**config.mk**
```make
export PLATFORM = sky130hd
export DESIGN_NAME = cfir_three_mult
export DESIGN_NICKNAME = d
export VERILOG_FILES = /design/src/rtl/cfir_pkg.sv /design/src/rtl/cfir_presum.sv /design/src/rtl/cfir_real_fir.sv /design/src/rtl/cfir_combine.sv /design/src/rtl/cfir_three_mult.sv
export SDC_FILE = /design/constraint.sdc
export NUM_CORES = 2
export LEC_CHECK = 0
export ABC_CLOCK_PERIOD_IN_PS = 18500
export BUFFER_PORTS_ARGS = -buffer_cell sky130_fd_sc_hd__buf_2
export CAP_MARGIN = 20
export CORE_MARGIN = 10
export CORE_UTILIZATION = 50
export DETAILED_ROUTE_END_ITERATION = 6
export GPL_TIMING_DRIVEN = 0
export PLACE_DENSITY = 0.71
export SLEW_MARGIN = 20
export SYNTH_ARGS = -nofsm -noshare
export SYNTH_HDL_FRONTEND = slang
export SYNTH_SLANG_ARGS = --single-unit
```
**constraint.sdc**
```tcl
create_clock -name clk -period 18.5 [get_ports clk]
set_clock_uncertainty 0.1 [all_clocks]
set_input_delay 0.925 -clock clk [delete_from_list [all_inputs] [get_ports clk]]
set_output_delay 0.925 -clock clk [all_outputs]
set_load 0.02 [all_outputs]
```
**src/rtl/cfir_pkg.sv**
```systemverilog
package cfir_pkg;
  // Width of one real-filter accumulator: widened operand product plus tap growth.
  function automatic int fir_acc_width(int dw, int cw, int taps);
    return dw + cw + 1 + $clog2(taps);
  endfunction

  // Width of the combined output: one more bit for the final add/subtract.
  function automatic int cfir_out_width(int dw, int cw, int taps);
    return fir_acc_width(dw, cw, taps) + 1;
  endfunction
endpackage

```
**src/rtl/cfir_presum.sv**
```systemverilog
module cfir_presum #(
  parameter int DW = 12
) (
  input  logic signed [DW-1:0] a,
  input  logic signed [DW-1:0] b,
  output logic signed [DW:0]   sum
);
  // One bit of growth keeps the sum exact for every input pair.
  assign sum = {a[DW-1], a} + {b[DW-1], b};
endmodule

```
**src/rtl/cfir_real_fir.sv**
```systemverilog
module cfir_real_fir #(
  parameter int IW   = 13,
  parameter int KW   = 13,
  parameter int TAPS = 4,
  parameter int AW   = 28
) (
  input  logic                     clk,
  input  logic                     rst,
  input  logic                     in_valid,
  input  logic signed [IW-1:0]     sample,
  input  logic [TAPS*KW-1:0]       coefs,
  output logic                     out_valid,
  output logic signed [AW-1:0]     acc
);
  // Delay line holds the previous TAPS-1 accepted samples.
  logic signed [IW-1:0] hist [1:TAPS-1];
  logic signed [IW-1:0] tap_in [TAPS];
  logic signed [AW-1:0] prod [TAPS];
  logic signed [AW-1:0] sum_c;

  assign tap_in[0] = sample;

  for (genvar k = 0; k < TAPS; k++) begin : g_tap
    wire signed [KW-1:0] ck = coefs[k*KW +: KW];
    if (k > 0) begin : g_hist
      assign tap_in[k] = hist[k];
    end
    // Sign-extend both operands to AW bits. The true product fits, so truncation is exact.
    assign prod[k] = AW'(tap_in[k]) * AW'(ck);
  end

  always_comb begin
    sum_c = '0;
    for (int k = 0; k < TAPS; k++) begin
      sum_c = sum_c + prod[k];
    end
  end

  always_ff @(posedge clk) begin
    if (rst) begin
      for (int k = 1; k < TAPS; k++) hist[k] <= '0;
      acc       <= '0;
      out_valid <= 1'b0;
    end else begin
      out_valid <= in_valid;
      if (in_valid) begin
        hist[1] <= sample;
        for (int k = 2; k < TAPS; k++) hist[k] <= hist[k-1];
        acc <= sum_c;
      end
    end
  end
endmodule

```
**src/rtl/cfir_combine.sv**
```systemverilog
module cfir_combine #(
  parameter int AW = 28,
  parameter int OW = 29
) (
  input  logic                 clk,
  input  logic                 rst,
  input  logic                 in_valid,
  input  logic signed [AW-1:0] shared_acc,
  input  logic signed [AW-1:0] im_path_acc,
  input  logic signed [AW-1:0] re_path_acc,
  output logic                 out_valid,
  output logic signed [OW-1:0] out_re,
  output logic signed [OW-1:0] out_im
);
  always_ff @(posedge clk) begin
    if (rst) begin
      out_valid <= 1'b0;
      out_re    <= '0;
      out_im    <= '0;
    end else begin
      out_valid <= in_valid;
      if (in_valid) begin
        out_re <= OW'(shared_acc) - OW'(im_path_acc);
        out_im <= OW'(shared_acc) + OW'(re_path_acc);
      end
    end
  end
endmodule

```
**src/rtl/cfir_three_mult.sv**
```systemverilog
module cfir_three_mult
  import cfir_pkg::*;
#(
  parameter int DW   = 12,
  parameter int CW   = 12,
  parameter int TAPS = 4,
  parameter logic [TAPS*CW-1:0] COEF_RE = 48'hF9C_123_800_7FF,
  parameter logic [TAPS*CW-1:0] COEF_IM = 48'h7FF_E00_0C8_800,
  localparam int AW = fir_acc_width(DW, CW, TAPS),
  localparam int OW = cfir_out_width(DW, CW, TAPS)
) (
  input  logic                 clk,
  input  logic                 rst,
  input  logic                 in_valid,
  input  logic signed [DW-1:0] in_re,
  input  logic signed [DW-1:0] in_im,
  output logic                 out_valid,
  output logic signed [OW-1:0] out_re,
  output logic signed [OW-1:0] out_im
);
  localparam int KW = CW + 1;

  // Derived tap sets, each one bit wider than a tap part.
  logic [TAPS*KW-1:0] k_sum;   // hr + hi
  logic [TAPS*KW-1:0] k_diff;  // hi - hr

  for (genvar k = 0; k < TAPS; k++) begin : g_coef
    wire signed [CW-1:0] hr = COEF_RE[k*CW +: CW];
    wire signed [CW-1:0] hi = COEF_IM[k*CW +: CW];
    assign k_sum[k*KW +: KW]  = KW'(hr) + KW'(hi);
    assign k_diff[k*KW +: KW] = KW'(hi) - KW'(hr);
  end

  logic signed [DW:0]   xsum;
  logic signed [AW-1:0] acc_shared, acc_im_path, acc_re_path;
  logic                 v_shared, v_im_path, v_re_path;

  cfir_presum #(.DW(DW)) presum_i (
    .a(in_re), .b(in_im), .sum(xsum)
  );

  cfir_real_fir #(.IW(DW+1), .KW(CW), .TAPS(TAPS), .AW(AW)) fir_shared_i (
    .clk(clk), .rst(rst), .in_valid(in_valid), .sample(xsum),
    .coefs(COEF_RE), .out_valid(v_shared), .acc(acc_shared)
  );

  cfir_real_fir #(.IW(DW), .KW(KW), .TAPS(TAPS), .AW(AW)) fir_im_i (
    .clk(clk), .rst(rst), .in_valid(in_valid), .sample(in_im),
    .coefs(k_sum), .out_valid(v_im_path), .acc(acc_im_path)
  );

  cfir_real_fir #(.IW(DW), .KW(KW), .TAPS(TAPS), .AW(AW)) fir_re_i (
    .clk(clk), .rst(rst), .in_valid(in_valid), .sample(in_re),
    .coefs(k_diff), .out_valid(v_re_path), .acc(acc_re_path)
  );

  // All three paths share one latency, so any one valid drives the combiner.
  logic unused_v;
  assign unused_v = v_im_path ^ v_re_path;

  cfir_combine #(.AW(AW), .OW(OW)) combine_i (
    .clk(clk), .rst(rst), .in_valid(v_shared),
    .shared_acc(acc_shared), .im_path_acc(acc_im_path), .re_path_acc(acc_re_path),
    .out_valid(out_valid), .out_re(out_re), .out_im(out_im)
  );
endmodule

```
==> results.sh <==
export IMPL_hold_viol_final=0
export IMPL_synth_area_top_cells="ha_1 (23%), fa_1 (23%), inv_1 (9.6%), edfxtp_1 (8.0%), dfxtp_1 (6.7%)"
export IMPL_critPathBufInv=5
export IMPL_ys_flop_type="dfxtp_1"
export IMPL_syn_nets=5787
export IMPL_crit_path_end_kind="flop"
export IMPL_gr_usage_all_layers=0.2244
export IMPL_drc=0
export IMPL_clk_pin_slew_worst_paths_ns=0.06
export IMPL_final_common_cell="inv_1"
export IMPL_rsz0062_at_grt="no"
export IMPL_synth_distinct_cells=80
export IMPL_worstPathRequired_ns=18.90
export IMPL_grt_antenna_before_repair=11
export IMPL_synth_edff_count=111
export IMPL_cts_tree="done"
export IMPL_start_kind="input port"
export IMPL_syn_avg_cell_area_um2=9.247
export IMPL_routed_wl_um=106200
export IMPL_fin_setup_tns_ns=0
export IMPL_seq_area_frac_synth=0.1469
export IMPL_syn_inst=4503
export IMPL_outcome="finished clean"
export IMPL_rows=105
export IMPL_dieArea_um2=95220
export IMPL_critPathMaxStageDelay_ns=0.74
export IMPL_clock_sinks=250
export IMPL_hold_path_class="flop to flop"
export IMPL_crit_path_top_delay_cell="clkinv_1"
export IMPL_async_flop_share=0
export IMPL_post_route_min_period_ns=11.09
export IMPL_cp_top_family="adder cells"
export IMPL_fin_crit_sh=0.5995
export IMPL_dieWidth_um=308.6
export IMPL_vias_per_cell=5.347
export IMPL_critical_path_max_fanout=17
export IMPL_synth_top_cell_area_share=0.2329
export IMPL_grt_max_degree=82
export IMPL_numCtsBuffers=35
export IMPL_drive_above_1_share=0.04195
export IMPL_maxCapViolations=0
export IMPL_firstDrtPassIters=5
export IMPL_hpwl_um=91190
export IMPL_nNetsFinal=5908
export IMPL_cts_max_level=2
export IMPL_grt_first_pass_wirelength_um=167300
export IMPL_cts_root_buf="clkbuf_16"
export IMPL_final_antenna_net_count=0
export IMPL_pin_count=84
export IMPL_drtIter0Drc=2238
export IMPL_synthesis_area_um2=41640
export IMPL_syn2layout_area_growth_pct=7.152
export IMPL_critical_path_class="input port to flop"
export IMPL_hold_buffers=0
export IMPL_cts_setup_buffers=0
export IMPL_grt_pass1_vias=30330
export IMPL_final_cell_mix="inv_1 (1,060), ha_1 (775), fa_1 (482)"
export IMPL_finalSetupViolCount=0
export IMPL_synth_seq_cells=250
export IMPL_portBuffers=83
export IMPL_clockBufferDepth=3
export IMPL_clk_latency_ns=0.58
export IMPL_cts_resized=0
export IMPL_slew_limit_headroom=0.2767
export IMPL_ys_warn_count=0
export IMPL_worst_pin_slew_ns=1.070
export IMPL_max_freq_mhz=90.17
export IMPL_maxSlewViolCount=0
export IMPL_num_vias=30590
export IMPL_yosysTopAreaCell="ha_1"
export IMPL_arrival_ns=11.49
export IMPL_avgRoutedWirePerCell_um=18.57
export IMPL_fp_dieH_um=308.6
export IMPL_coreArea_um2=82370
export IMPL_overflow=0
export IMPL_gp_congestion=0.9546
export IMPL_start_util=0.5055
-- state kept, by name (all words and copies together) (netlist names) --
| signal | count |
|---|---|
| fir_shared_i.hist | 39 |
| fir_im_i.hist | 36 |
| fir_re_i.hist | 36 |
| combine_i.out_im | 28 |
| combine_i.out_re | 28 |
| fir_im_i.acc | 27 |
| fir_re_i.acc | 27 |
| fir_shared_i.acc | 27 |
| combine_i.out_valid | 1 |
| fir_shared_i.out_valid | 1 |
-- final cells by class --
class	count	area (um^2)
antenna	3	7.507
buffer	51	192.7
clock buffer	43	997.2
clock inverter	18	157.7
fill	7298	37760
inverter	1063	3998
multi-input combinational	3139	31370
sequential	250	6116
tap	1070	1339
timing repair buffer	84	442.9
-- cell families (layout without fill, tap and decap cells) --
| group | count (synthesis) | after routing | share of synthesized area |
|---|---|---|---|
| buffers and inverters | 1114 | 1259 | 0.1004 |
| XOR/XNOR | 328 | 328 | 0.06899 |
| AO/OA/AOI/OAI | 690 | 690 | 0.1077 |
| AND/OR/NAND/NOR | 775 | 775 | 0.08985 |
| flip-flops | 250 | 250 | 0.1469 |
| multiplexers | 87 | 87 | 0.02106 |
| other | 0 | 3 | 0 |
| adder cells (fa/ha/maj) | 1259 | 1259 | 0.4651 |
-- per-layer routing --
| metal | vias up | routed length, um | GRT usage |
|---|---|---|---|
| met5 | - | 37 | 0 |
| li1 | 14910 | - | - |
| met4 | 6 | 2911 | 0.06199 |
| met2 | 775 | 46450 | 0.3495 |
| met3 | 138 | 7305 | 0.03894 |
| met1 | 14760 | 49530 | 0.3178 |
-- synthesized netlist by cell type (all sizes together), types with 6 or more instances --
cell,number
a2111oi,6
a211o,11
a211oi,35
a21boi,14
a21o,90
a21oi,194
a311o,6
a31o,6
a31oi,16
and2,56
and3,22
buf,9
clkbuf,42
dfxtp,139
edfxtp,111
fa,482
ha,775
inv,1062
mux2i,82
nand2,130
nand2b,42
nand3,42
nand3b,7
nand4,9
nor2,291
nor2b,38
nor3,52
nor3b,6
nor4,9
o211ai,14
o21a,42
o21ai,137
o21bai,32
o221ai,6
o22ai,17
o31a,7
o31ai,8
o41ai,8
or2,26
or3,30
or4,6
xnor2,213
xor2,115
-- worst paths after layout --
path	startpoint	slack, ns	to	depth (start not counted)
max	in_re[0]	7.41	fir_shared_i.acc[26]	34
max reg2reg	fir_im_i.hist[0][46]	9.67	fir_im_i.acc[25]	25
min	fir_im_i.acc[22]	0.37	fir_im_i.acc[22]	1
min reg2reg	fir_im_i.acc[22]	0.37	fir_im_i.acc[22]	1
-- per-stage QoR --
| step | cell area (um^2) | setup slack (ns) | hold slack, ns | cells | util |
|---|---|---|---|---|---|
| floorplan | 41640 | 8.111 | 0.3291 | 4503 | - |
| global placement | 43390 | 6.271 | 0.3474 | 5656 | 0.5268 |
| detailed placement | 43450 | 6.749 | 0.3594 | 5657 | 0.5275 |
| CTS | 44610 | 7.352 | 0.3733 | 5718 | 0.5415 |
| global route | 44610 | 6.689 | 0.3922 | 5720 | 0.5416 |
| finish | 44620 | 7.409 | 0.3702 | 5721 | 0.5416 |
Power is not shown: default switching activity piles up to over one toggle a cycle in this logic, so the estimate is an artifact.
